File: config.mk
export PLATFORM = sky130hd
export DESIGN_NAME = mmio_uart
export DESIGN_NICKNAME = d
export VERILOG_FILES = /design/src/rtl/mmio_uart_pkg.sv /design/src/rtl/mmio_uart_fifo.sv /design/src/rtl/mmio_uart_baud.sv /design/src/rtl/mmio_uart_tx.sv /design/src/rtl/mmio_uart_rx.sv /design/src/rtl/mmio_uart.sv
export SDC_FILE = /design/constraint.sdc
export NUM_CORES = 1
export LEC_CHECK = 0
export BUFFER_PORTS_ARGS = -buffer_cell sky130_fd_sc_hd__buf_2
export CAP_MARGIN = 20
export CORE_MARGIN = 2
export CORE_UTILIZATION = 40
export DETAILED_ROUTE_END_ITERATION = 6
export MAX_ROUTING_LAYER = met4
export SLEW_MARGIN = 30
export SYNTH_ARGS = -nofsm -noshare
export SYNTH_HDL_FRONTEND = slang
export SYNTH_SLANG_ARGS = --single-unit
File: constraint.sdc
create_clock -name clk -period 6.7 [get_ports clk]
set_clock_uncertainty 0.1 [all_clocks]
set_input_delay 0.335 -clock clk [delete_from_list [all_inputs] [get_ports clk]]
set_output_delay 0.335 -clock clk [all_outputs]
set_load 0.05 [all_outputs]
File: src/rtl/mmio_uart_pkg.sv
package mmio_uart_pkg;

    localparam int REG_AW = 8;

    localparam logic [REG_AW-1:0] A_MODE   = 8'h00;
    localparam logic [REG_AW-1:0] A_STAT   = 8'h10;
    localparam logic [REG_AW-1:0] A_TXDATA = 8'h20;
    localparam logic [REG_AW-1:0] A_RXDATA = 8'h30;
    localparam logic [REG_AW-1:0] A_DIV    = 8'h40;
    localparam logic [REG_AW-1:0] OFS_CLR  = 8'h04;
    localparam logic [REG_AW-1:0] OFS_SET  = 8'h08;

    localparam int BP_EN     = 15;
    localparam int BP_RXEN   = 12;
    localparam int BP_BRK    = 11;
    localparam int BP_TXEN   = 10;
    localparam int BP_TXFULL = 9;
    localparam int BP_TXIDLE = 8;
    localparam int BP_OVR    = 1;
    localparam int BP_RXAV   = 0;

    localparam int FRAME_BITS = 8;
    localparam int OVS        = 16;

    typedef enum logic [2:0] {
        TX_IDLE, TX_START, TX_DATA, TX_STOP, TX_BREAK
    } tx_state_e;

    typedef enum logic [1:0] {
        RX_IDLE, RX_START, RX_DATA, RX_STOP
    } rx_state_e;

    typedef enum logic [1:0] {
        WK_NONE, WK_PLAIN, WK_SET, WK_CLR
    } wkind_e;

    typedef struct packed {
        logic rx_en;
        logic brk;
        logic tx_en;
        logic ovr;
    } stat_ctl_t;

    function automatic wkind_e decode_wr(logic wr, logic [REG_AW-1:0] a,
                                         logic [REG_AW-1:0] base);
        if (!wr)                 return WK_NONE;
        if (a == base)           return WK_PLAIN;
        if (a == base + OFS_SET) return WK_SET;
        if (a == base + OFS_CLR) return WK_CLR;
        return WK_NONE;
    endfunction

    function automatic logic apply_bit(logic cur, wkind_e k, logic b);
        case (k)
            WK_PLAIN: return b;
            WK_SET:   return cur | b;
            WK_CLR:   return cur & ~b;
            default:  return cur;
        endcase
    endfunction

endpackage

File: src/rtl/mmio_uart_fifo.sv
module mmio_uart_fifo #(
    parameter int DEPTH = 8,
    parameter int W     = 8
) (
    input  logic         clk,
    input  logic         rst,
    input  logic         push,
    input  logic         pop,
    input  logic [W-1:0] din,
    output logic [W-1:0] dout,
    output logic         full,
    output logic         empty
);
    localparam int PW = $clog2(DEPTH);
    localparam int CW = $clog2(DEPTH + 1);

    logic [W-1:0]  mem [DEPTH];
    logic [PW-1:0] wp, rp;
    logic [CW-1:0] cnt;
    logic          do_push, do_pop;

    assign full    = (cnt == CW'(DEPTH));
    assign empty   = (cnt == '0);
    assign do_push = push && !full;
    assign do_pop  = pop && !empty;
    assign dout    = mem[rp];

    always_ff @(posedge clk) begin
        if (rst) begin
            wp  <= '0;
            rp  <= '0;
            cnt <= '0;
        end else begin
            if (do_push) begin
                mem[wp] <= din;
                wp      <= (wp == PW'(DEPTH - 1)) ? '0 : wp + PW'(1);
            end
            if (do_pop)
                rp <= (rp == PW'(DEPTH - 1)) ? '0 : rp + PW'(1);
            case ({do_push, do_pop})
                2'b10:   cnt <= cnt + CW'(1);
                2'b01:   cnt <= cnt - CW'(1);
                default: cnt <= cnt;
            endcase
        end
    end
endmodule

File: src/rtl/mmio_uart_baud.sv
module mmio_uart_baud #(
    parameter int DIV_W = 16
) (
    input  logic             clk,
    input  logic             rst,
    input  logic             run,
    input  logic [DIV_W-1:0] div,
    output logic             tick
);
    logic [DIV_W-1:0] cnt;

    assign tick = run && (cnt >= div);

    always_ff @(posedge clk) begin
        if (rst || !run)
            cnt <= '0;
        else if (tick)
            cnt <= '0;
        else
            cnt <= cnt + DIV_W'(1);
    end
endmodule

File: src/rtl/mmio_uart_tx.sv
module mmio_uart_tx
    import mmio_uart_pkg::*;
#(
    parameter int W = 8
) (
    input  logic         clk,
    input  logic         rst,
    input  logic         run,
    input  logic         tick,
    input  logic         send_ok,
    input  logic         brk,
    input  logic         q_empty,
    input  logic [W-1:0] q_data,
    output logic         q_pop,
    output logic         line,
    output logic         idle
);
    localparam int BW = $clog2(W);
    localparam int TW = $clog2(OVS);

    tx_state_e     st;
    logic [TW-1:0] tcnt;
    logic [BW-1:0] bitn;
    logic [W-1:0]  sh;
    logic          last_tick;

    assign last_tick = tick && (tcnt == TW'(OVS - 1));
    assign q_pop     = run && (st == TX_IDLE) && tick && !brk && send_ok && !q_empty;
    assign idle      = (st == TX_IDLE);

    always_comb begin
        case (st)
            TX_START: line = 1'b0;
            TX_DATA:  line = sh[0];
            TX_BREAK: line = 1'b0;
            default:  line = 1'b1;
        endcase
    end

    always_ff @(posedge clk) begin
        if (rst || !run) begin
            st   <= TX_IDLE;
            tcnt <= '0;
            bitn <= '0;
            sh   <= '0;
        end else begin
            if (tick && st != TX_IDLE && st != TX_BREAK)
                tcnt <= tcnt + TW'(1);
            case (st)
                TX_IDLE: begin
                    tcnt <= '0;
                    if (tick && brk)
                        st <= TX_BREAK;
                    else if (q_pop) begin
                        sh <= q_data;
                        st <= TX_START;
                    end
                end
                TX_START: if (last_tick) begin
                    st   <= TX_DATA;
                    bitn <= '0;
                end
                TX_DATA: if (last_tick) begin
                    sh <= sh >> 1;
                    if (bitn == BW'(W - 1))
                        st <= TX_STOP;
                    else
                        bitn <= bitn + BW'(1);
                end
                TX_STOP:  if (last_tick) st <= TX_IDLE;
                TX_BREAK: if (!brk) st <= TX_IDLE;
                default:  st <= TX_IDLE;
            endcase
        end
    end
endmodule

File: src/rtl/mmio_uart_rx.sv
module mmio_uart_rx
    import mmio_uart_pkg::*;
#(
    parameter int W = 8
) (
    input  logic         clk,
    input  logic         rst,
    input  logic         run,
    input  logic         tick,
    input  logic         line_in,
    output logic         push,
    output logic [W-1:0] data
);
    localparam int BW = $clog2(W);
    localparam int TW = $clog2(OVS);

    rx_state_e     st;
    logic [TW-1:0] tcnt;
    logic [BW-1:0] bitn;
    logic [W-1:0]  sh;
    logic [1:0]    sync;
    logic          s;

    assign s = sync[1];

    always_ff @(posedge clk) begin
        if (rst) sync <= 2'b11;
        else     sync <= {sync[0], line_in};
    end

    always_ff @(posedge clk) begin
        if (rst || !run) begin
            st   <= RX_IDLE;
            tcnt <= '0;
            bitn <= '0;
            sh   <= '0;
            push <= 1'b0;
            data <= '0;
        end else begin
            push <= 1'b0;
            if (tick) begin
                case (st)
                    RX_IDLE: if (!s) begin
                        st   <= RX_START;
                        tcnt <= '0;
                    end
                    RX_START: begin
                        if (tcnt == TW'(OVS / 2 - 1)) begin
                            tcnt <= '0;
                            bitn <= '0;
                            st   <= s ? RX_IDLE : RX_DATA;
                        end else
                            tcnt <= tcnt + TW'(1);
                    end
                    RX_DATA: begin
                        tcnt <= tcnt + TW'(1);
                        if (tcnt == TW'(OVS - 1)) begin
                            sh <= {s, sh[W-1:1]};
                            if (bitn == BW'(W - 1))
                                st <= RX_STOP;
                            else
                                bitn <= bitn + BW'(1);
                        end
                    end
                    RX_STOP: begin
                        tcnt <= tcnt + TW'(1);
                        if (tcnt == TW'(OVS - 1)) begin
                            push <= s;
                            data <= sh;
                            st   <= RX_IDLE;
                        end
                    end
                    default: st <= RX_IDLE;
                endcase
            end
        end
    end
endmodule

File: src/rtl/mmio_uart.sv
module mmio_uart
    import mmio_uart_pkg::*;
#(
    parameter int BUS_W  = 16,
    parameter int DIV_W  = 16,
    parameter int QDEPTH = 8
) (
    input  logic              clk,
    input  logic              rst,
    input  logic              bus_sel,
    input  logic              bus_wr,
    input  logic [REG_AW-1:0] bus_addr,
    input  logic [BUS_W-1:0]  bus_wdata,
    output logic [BUS_W-1:0]  bus_rdata,
    input  logic              rxd,
    output logic              txd
);
    localparam int W = FRAME_BITS;

    logic             mode_en;
    stat_ctl_t        ctl;
    logic [DIV_W-1:0] div;
    logic             wr, rd;
    wkind_e           mk, sk;

    logic             tick;
    logic             tx_push, tx_pop, tx_full, tx_qempty, tx_idle, tx_empty;
    logic [W-1:0]     tx_qdata;
    logic             rx_push, rx_pop, rx_full, rx_empty;
    logic [W-1:0]     rx_data, rx_dout;
    logic             rx_run;

    assign wr = bus_sel && bus_wr;
    assign rd = bus_sel && !bus_wr;
    assign mk = decode_wr(wr, bus_addr, A_MODE);
    assign sk = decode_wr(wr, bus_addr, A_STAT);

    assign tx_push  = wr && (bus_addr == A_TXDATA);
    assign rx_pop   = rd && (bus_addr == A_RXDATA);
    assign tx_empty = tx_qempty && tx_idle;
    assign rx_run   = mode_en && ctl.rx_en && !ctl.ovr;

    always_ff @(posedge clk) begin
        if (rst) begin
            mode_en <= 1'b0;
            ctl     <= '0;
            div     <= '0;
        end else begin
            mode_en   <= apply_bit(mode_en, mk, bus_wdata[BP_EN]);
            ctl.rx_en <= apply_bit(ctl.rx_en, sk, bus_wdata[BP_RXEN]);
            ctl.brk   <= apply_bit(ctl.brk, sk, bus_wdata[BP_BRK]);
            ctl.tx_en <= apply_bit(ctl.tx_en, sk, bus_wdata[BP_TXEN]);
            if (rx_push && rx_full)
                ctl.ovr <= 1'b1;
            else if (sk == WK_CLR && bus_wdata[BP_OVR])
                ctl.ovr <= 1'b0;
            if (wr && bus_addr == A_DIV)
                div <= bus_wdata[DIV_W-1:0];
        end
    end

    always_comb begin
        bus_rdata = '0;
        case (bus_addr)
            A_MODE: bus_rdata[BP_EN] = mode_en;
            A_STAT: begin
                bus_rdata[BP_RXEN]   = ctl.rx_en;
                bus_rdata[BP_BRK]    = ctl.brk;
                bus_rdata[BP_TXEN]   = ctl.tx_en;
                bus_rdata[BP_TXFULL] = tx_full;
                bus_rdata[BP_TXIDLE] = tx_empty;
                bus_rdata[BP_OVR]    = ctl.ovr;
                bus_rdata[BP_RXAV]   = !rx_empty;
            end
            A_RXDATA: bus_rdata[W-1:0]     = rx_dout;
            A_DIV:    bus_rdata[DIV_W-1:0] = div;
            default:  bus_rdata = '0;
        endcase
    end

    mmio_uart_baud #(.DIV_W(DIV_W)) u_baud (
        .clk(clk), .rst(rst), .run(mode_en), .div(div), .tick(tick)
    );

    mmio_uart_fifo #(.DEPTH(QDEPTH), .W(W)) u_txq (
        .clk(clk), .rst(rst), .push(tx_push), .pop(tx_pop),
        .din(bus_wdata[W-1:0]), .dout(tx_qdata),
        .full(tx_full), .empty(tx_qempty)
    );

    mmio_uart_tx #(.W(W)) u_tx (
        .clk(clk), .rst(rst), .run(mode_en), .tick(tick),
        .send_ok(ctl.tx_en), .brk(ctl.brk),
        .q_empty(tx_qempty), .q_data(tx_qdata), .q_pop(tx_pop),
        .line(txd), .idle(tx_idle)
    );

    mmio_uart_rx #(.W(W)) u_rx (
        .clk(clk), .rst(rst), .run(rx_run), .tick(tick),
        .line_in(rxd), .push(rx_push), .data(rx_data)
    );

    mmio_uart_fifo #(.DEPTH(QDEPTH), .W(W)) u_rxq (
        .clk(clk), .rst(rst), .push(rx_push), .pop(rx_pop),
        .din(rx_data), .dout(rx_dout),
        .full(rx_full), .empty(rx_empty)
    );
endmodule

==> impl_metrics.json <==
{
  "crit_cells": 14,
  "yosysTopAreaCellShare": 0.368,
  "clk_pin_slew_worst_paths_ps": 70,
  "whs_endpoint": "u_txq.mem[0][5]",
  "dp_slack_ps": 3060,
  "path_class": "reg -> reg",
  "relSlewSlack": 0.412,
  "final_cell_mix": "edfxtp_1 (128), dfxtp_1 (109), nor2_1 (94)",
  "slew_violations": 0,
  "syn2layout_area_growth_pct": 14.7,
  "rows": 59,
  "setup_tns_ps": 0,
  "maxCapViolCount": 0,
  "numCtsBuffers": 26,
  "ant_nets": 0,
  "seqCellArea_mm2": 0.00603,
  "synth_area_leaders": "edfxtp_1 (37%), dfxtp_1 (21%), mux2i_1 (7.0%), mux4_2 (6.9%), ha_1 (4.4%)",
  "synthesis.area_mm2": 0.0105,
  "holdCritStartpoint": "bus_wdata[5]",
  "postSynthCellCount": 846,
  "cp-end-kind": "flip-flop",
  "grt_pass1_vias": 6440,
  "hp-class": "in -> reg",
  "cp.arrival_ps": 4000,
  "grt.total_usage": 0.166,
  "post-route-worst-setup-slack_ps": 3050,
  "syn_avg_cell_area_um2": 12.4,
  "start_kind": "flip-flop",
  "r2r_end": "u_txq.cnt[3]",
  "final_common_cell": "edfxtp_1",
  "cts_tree": "built",
  "synthDistinctLibCells": 65,
  "die-height_um": 166,
  "htree_levels": 1,
  "multi_input_area_mm2": 0.00422,
  "dieArea_mm2": 0.0274,
  "p_leak_nw": 4.39,
  "worst_path_most_repeated_cell": "ha_1",
  "synth_nets": 914,
  "gp_congestion": 0.798,
  "use_met3": 0.0249,
  "post_cts_buffers": 0,
  "path_buf_inv": 1,
  "num-fill-cells": 2350,
  "avgRoutedWirePerCell_um": 17.7,
  "vias_per_cell": 5.20,
  "cpLargestDelayFamily": "compound AO/OA/AOI/OAI gates",
  "ys_seq_area_frac": 0.577,
  "drtPass1Iterations": 5,
  "min_path_cells": 1,
  "core_area_mm2": 0.0258,
  "clock-sinks": 237,
  "fmaxAchievable_mhz": 274,
  "finalCriticalPeriod_ps": 3650,
  "drt-total-wl_mm": 22.2,
  "port_buffers": 45,
  "overflow": 0,
  "crit_chain": "inv_1, ha_1, nand2b_4, a2111o_1, a32oi_2, a31oi_4, and3_4, ha_1, ha_1, a21o_1, a21oi_1, xnor2_1, or3_1, a21oi_1",
  "nets": 965,
  "grt_setup_unrepaired": "false",
  "setup_viol": 0,
  "synthFlopType": "edfxtp_1",
  "cp.required_ps": 7050,
  "ir_drop_uv": 171,
  "vias": 6512,
  "slowest_delay_ps": 430,
  "cp_max_fo": 8,
  "synth_edf_count": 128,
  "status": "finished clean",
  "power.density_mw_per_mm2": 247,
  "synth-seq-cells": 237,
  "io_pins": 46,
  "met2_usage": 0.275,
  "finalCritPeriodShare": 0.545,
  "reg2regPathDepth": 14,
  "worst_pin_slew_ps": 879,
  "root_buffer": "clkbuf_16",
  "cts_buffer_depth": 3,
  "async_flop_share": 0,
  "final_hold_viol_count": 0,
  "hpwlAfterDp_mm": 15.3,
  "grt_max_degree": 30,
  "drc": 0,
  "r2r-start": "u_baud.cnt[0]",
  "fp.dieW_um": 166,
  "groute.layer.met1.usage": 0.216,
  "busiest_layer": "met2",
  "drt_iter0_markers": 397,
  "start_util": 0.405,
  "grt_pass1_wl_mm": 35.4,
  "insertion_delay_ps": 520,
  "antenna_found_initial": 1,
  "crit_slowest_cell": "a2111o_1",
  "drive_gt1_frac": 0.170,
  "synth_top_area_cell": "edfxtp_1",
  "yosys_warnings": 0,
  "r2r_slack_ps": 3050
}
==> flip-flops by register name (all words and copies together), names as in the netlist, named ones only <==
signal / count
u_txq.rp: 3
u_baud.cnt: 16
u_txq.mem: 64
u_rx.data: 8
u_tx.sh: 8
u_rx.bitn: 3
u_tx.bitn: 3
u_txq.wp: 3
u_rx.sync: 2
u_rx.sh: 8
ctl: 4
u_txq.cnt: 4
u_rxq.cnt: 4
u_tx.tcnt: 4
u_rxq.mem: 64
u_rx.push: 1
mode_en: 1
u_rx.tcnt: 4
u_rxq.wp: 3
u_rx.st: 1
u_rxq.rp: 3
u_tx.st: 3
div: 16
==> power breakdown <==
part,internal (mW),switching [mW]
clock network,0.836,0.569
logic,0.0129,0.0245
registers,1.52,0.000555
==> kinds of logic (layout without fill, tap and decap cells) <==
| logic type | after synthesis | after routing | synth area share |
|---|---|---|---|
| fa+ha+maj | 39 | 39 | 0.0481 |
| simple gates | 286 | 286 | 0.131 |
| buf+inv | 70 | 141 | 0.0296 |
| mux | 109 | 109 | 0.144 |
| xor+xnor | 21 | 21 | 0.0176 |
| flops | 237 | 237 | 0.577 |
| other cells | 0 | 1 | 0 |
| compound gates | 84 | 84 | 0.0534 |
==> how the worst max path moves through the flow <==
stage | startpoint | slack, ps | to
after detailed placement | u_baud.cnt[0] | 3060 | u_txq.cnt[3]
after global placement | u_baud.cnt[0] | 3170 | u_txq.cnt[3]
final | u_baud.cnt[0] | 3050 | u_txq.cnt[3]
after floorplan | u_baud.cnt[0] | 3250 | u_txq.cnt[3]
after CTS | u_baud.cnt[0] | 3050 | u_txq.cnt[3]
after global routing | u_baud.cnt[0] | 2780 | u_txq.cnt[3]
==> per-stage QoR <==
step / hold slack, ps / total power, mW / util / cell area [um^2] / std cells
2_1_floorplan: 289 / 1.56 / - / 10500 / 846
6_report: 19.6 / 2.97 / 0.464 / 12000 / 1253
3_5_place_dp: 298 / 1.59 / 0.428 / 11100 / 1196
3_3_place_gp: 297 / 1.59 / 0.426 / 11000 / 1196
4_1_cts: 7.07 / 2.99 / 0.464 / 12000 / 1252
5_1_grt: 21.8 / 3.06 / 0.464 / 12000 / 1253
==> worst register-to-register path: stages, from the launching register on <==
cell and delay (ps):
dfxtp_1 360, inv_1 60, ha_1 260, nand2b_4 130, a2111o_1 430, a32oi_2 390
a31oi_4 200, and3_4 270, ha_1 220, ha_1 290, a21o_1 180, a21oi_1 170
xnor2_1 90, or3_1 300, a21oi_1 140
==> routing by layer <==
| metal | up-vias | wire length [um] |
|---|---|---|
| met2 | 73 | 10900 |
| met5 | - | 0 |
| li1 | 3201 | - |
| met3 | 34 | 641 |
| met1 | 3204 | 10100 |
| met4 | 0 | 515 |
==> area by class of cell <==
class                      count  area share
clock inverter                13     0.00991
multi-input combinational    539       0.352
inverter                      33      0.0103
tap                          335      0.0350
antenna                        1    0.000209
clock buffer                  35      0.0605
sequential                   237       0.502
timing repair buffer          60      0.0298
==> cells in the mapped netlist, types with 9 or more instances <==
cell and n:
nand2_1 86, mux2i_1 73, edfxtp_1 128, o21ai_0 17, dfxtp_1 109, a21oi_1 31
nor3_1 18, xnor2_1 12, or3_1 10, clkbuf_1 23, mux4_2 32, nor2_1 94
ha_1 37, nand2b_1 9, inv_1 33, xor2_1 9, nand3_1 19
==> timing repair <==
| action | 4_1_cts | 5_1_grt |
|---|---|---|
| hold buffers | 8 | 0 |
| gates resized for setup | 0 | 0 |
| endpoints found under the hold margin | 11 | 0 |
(Power assumes the default switching activity.)
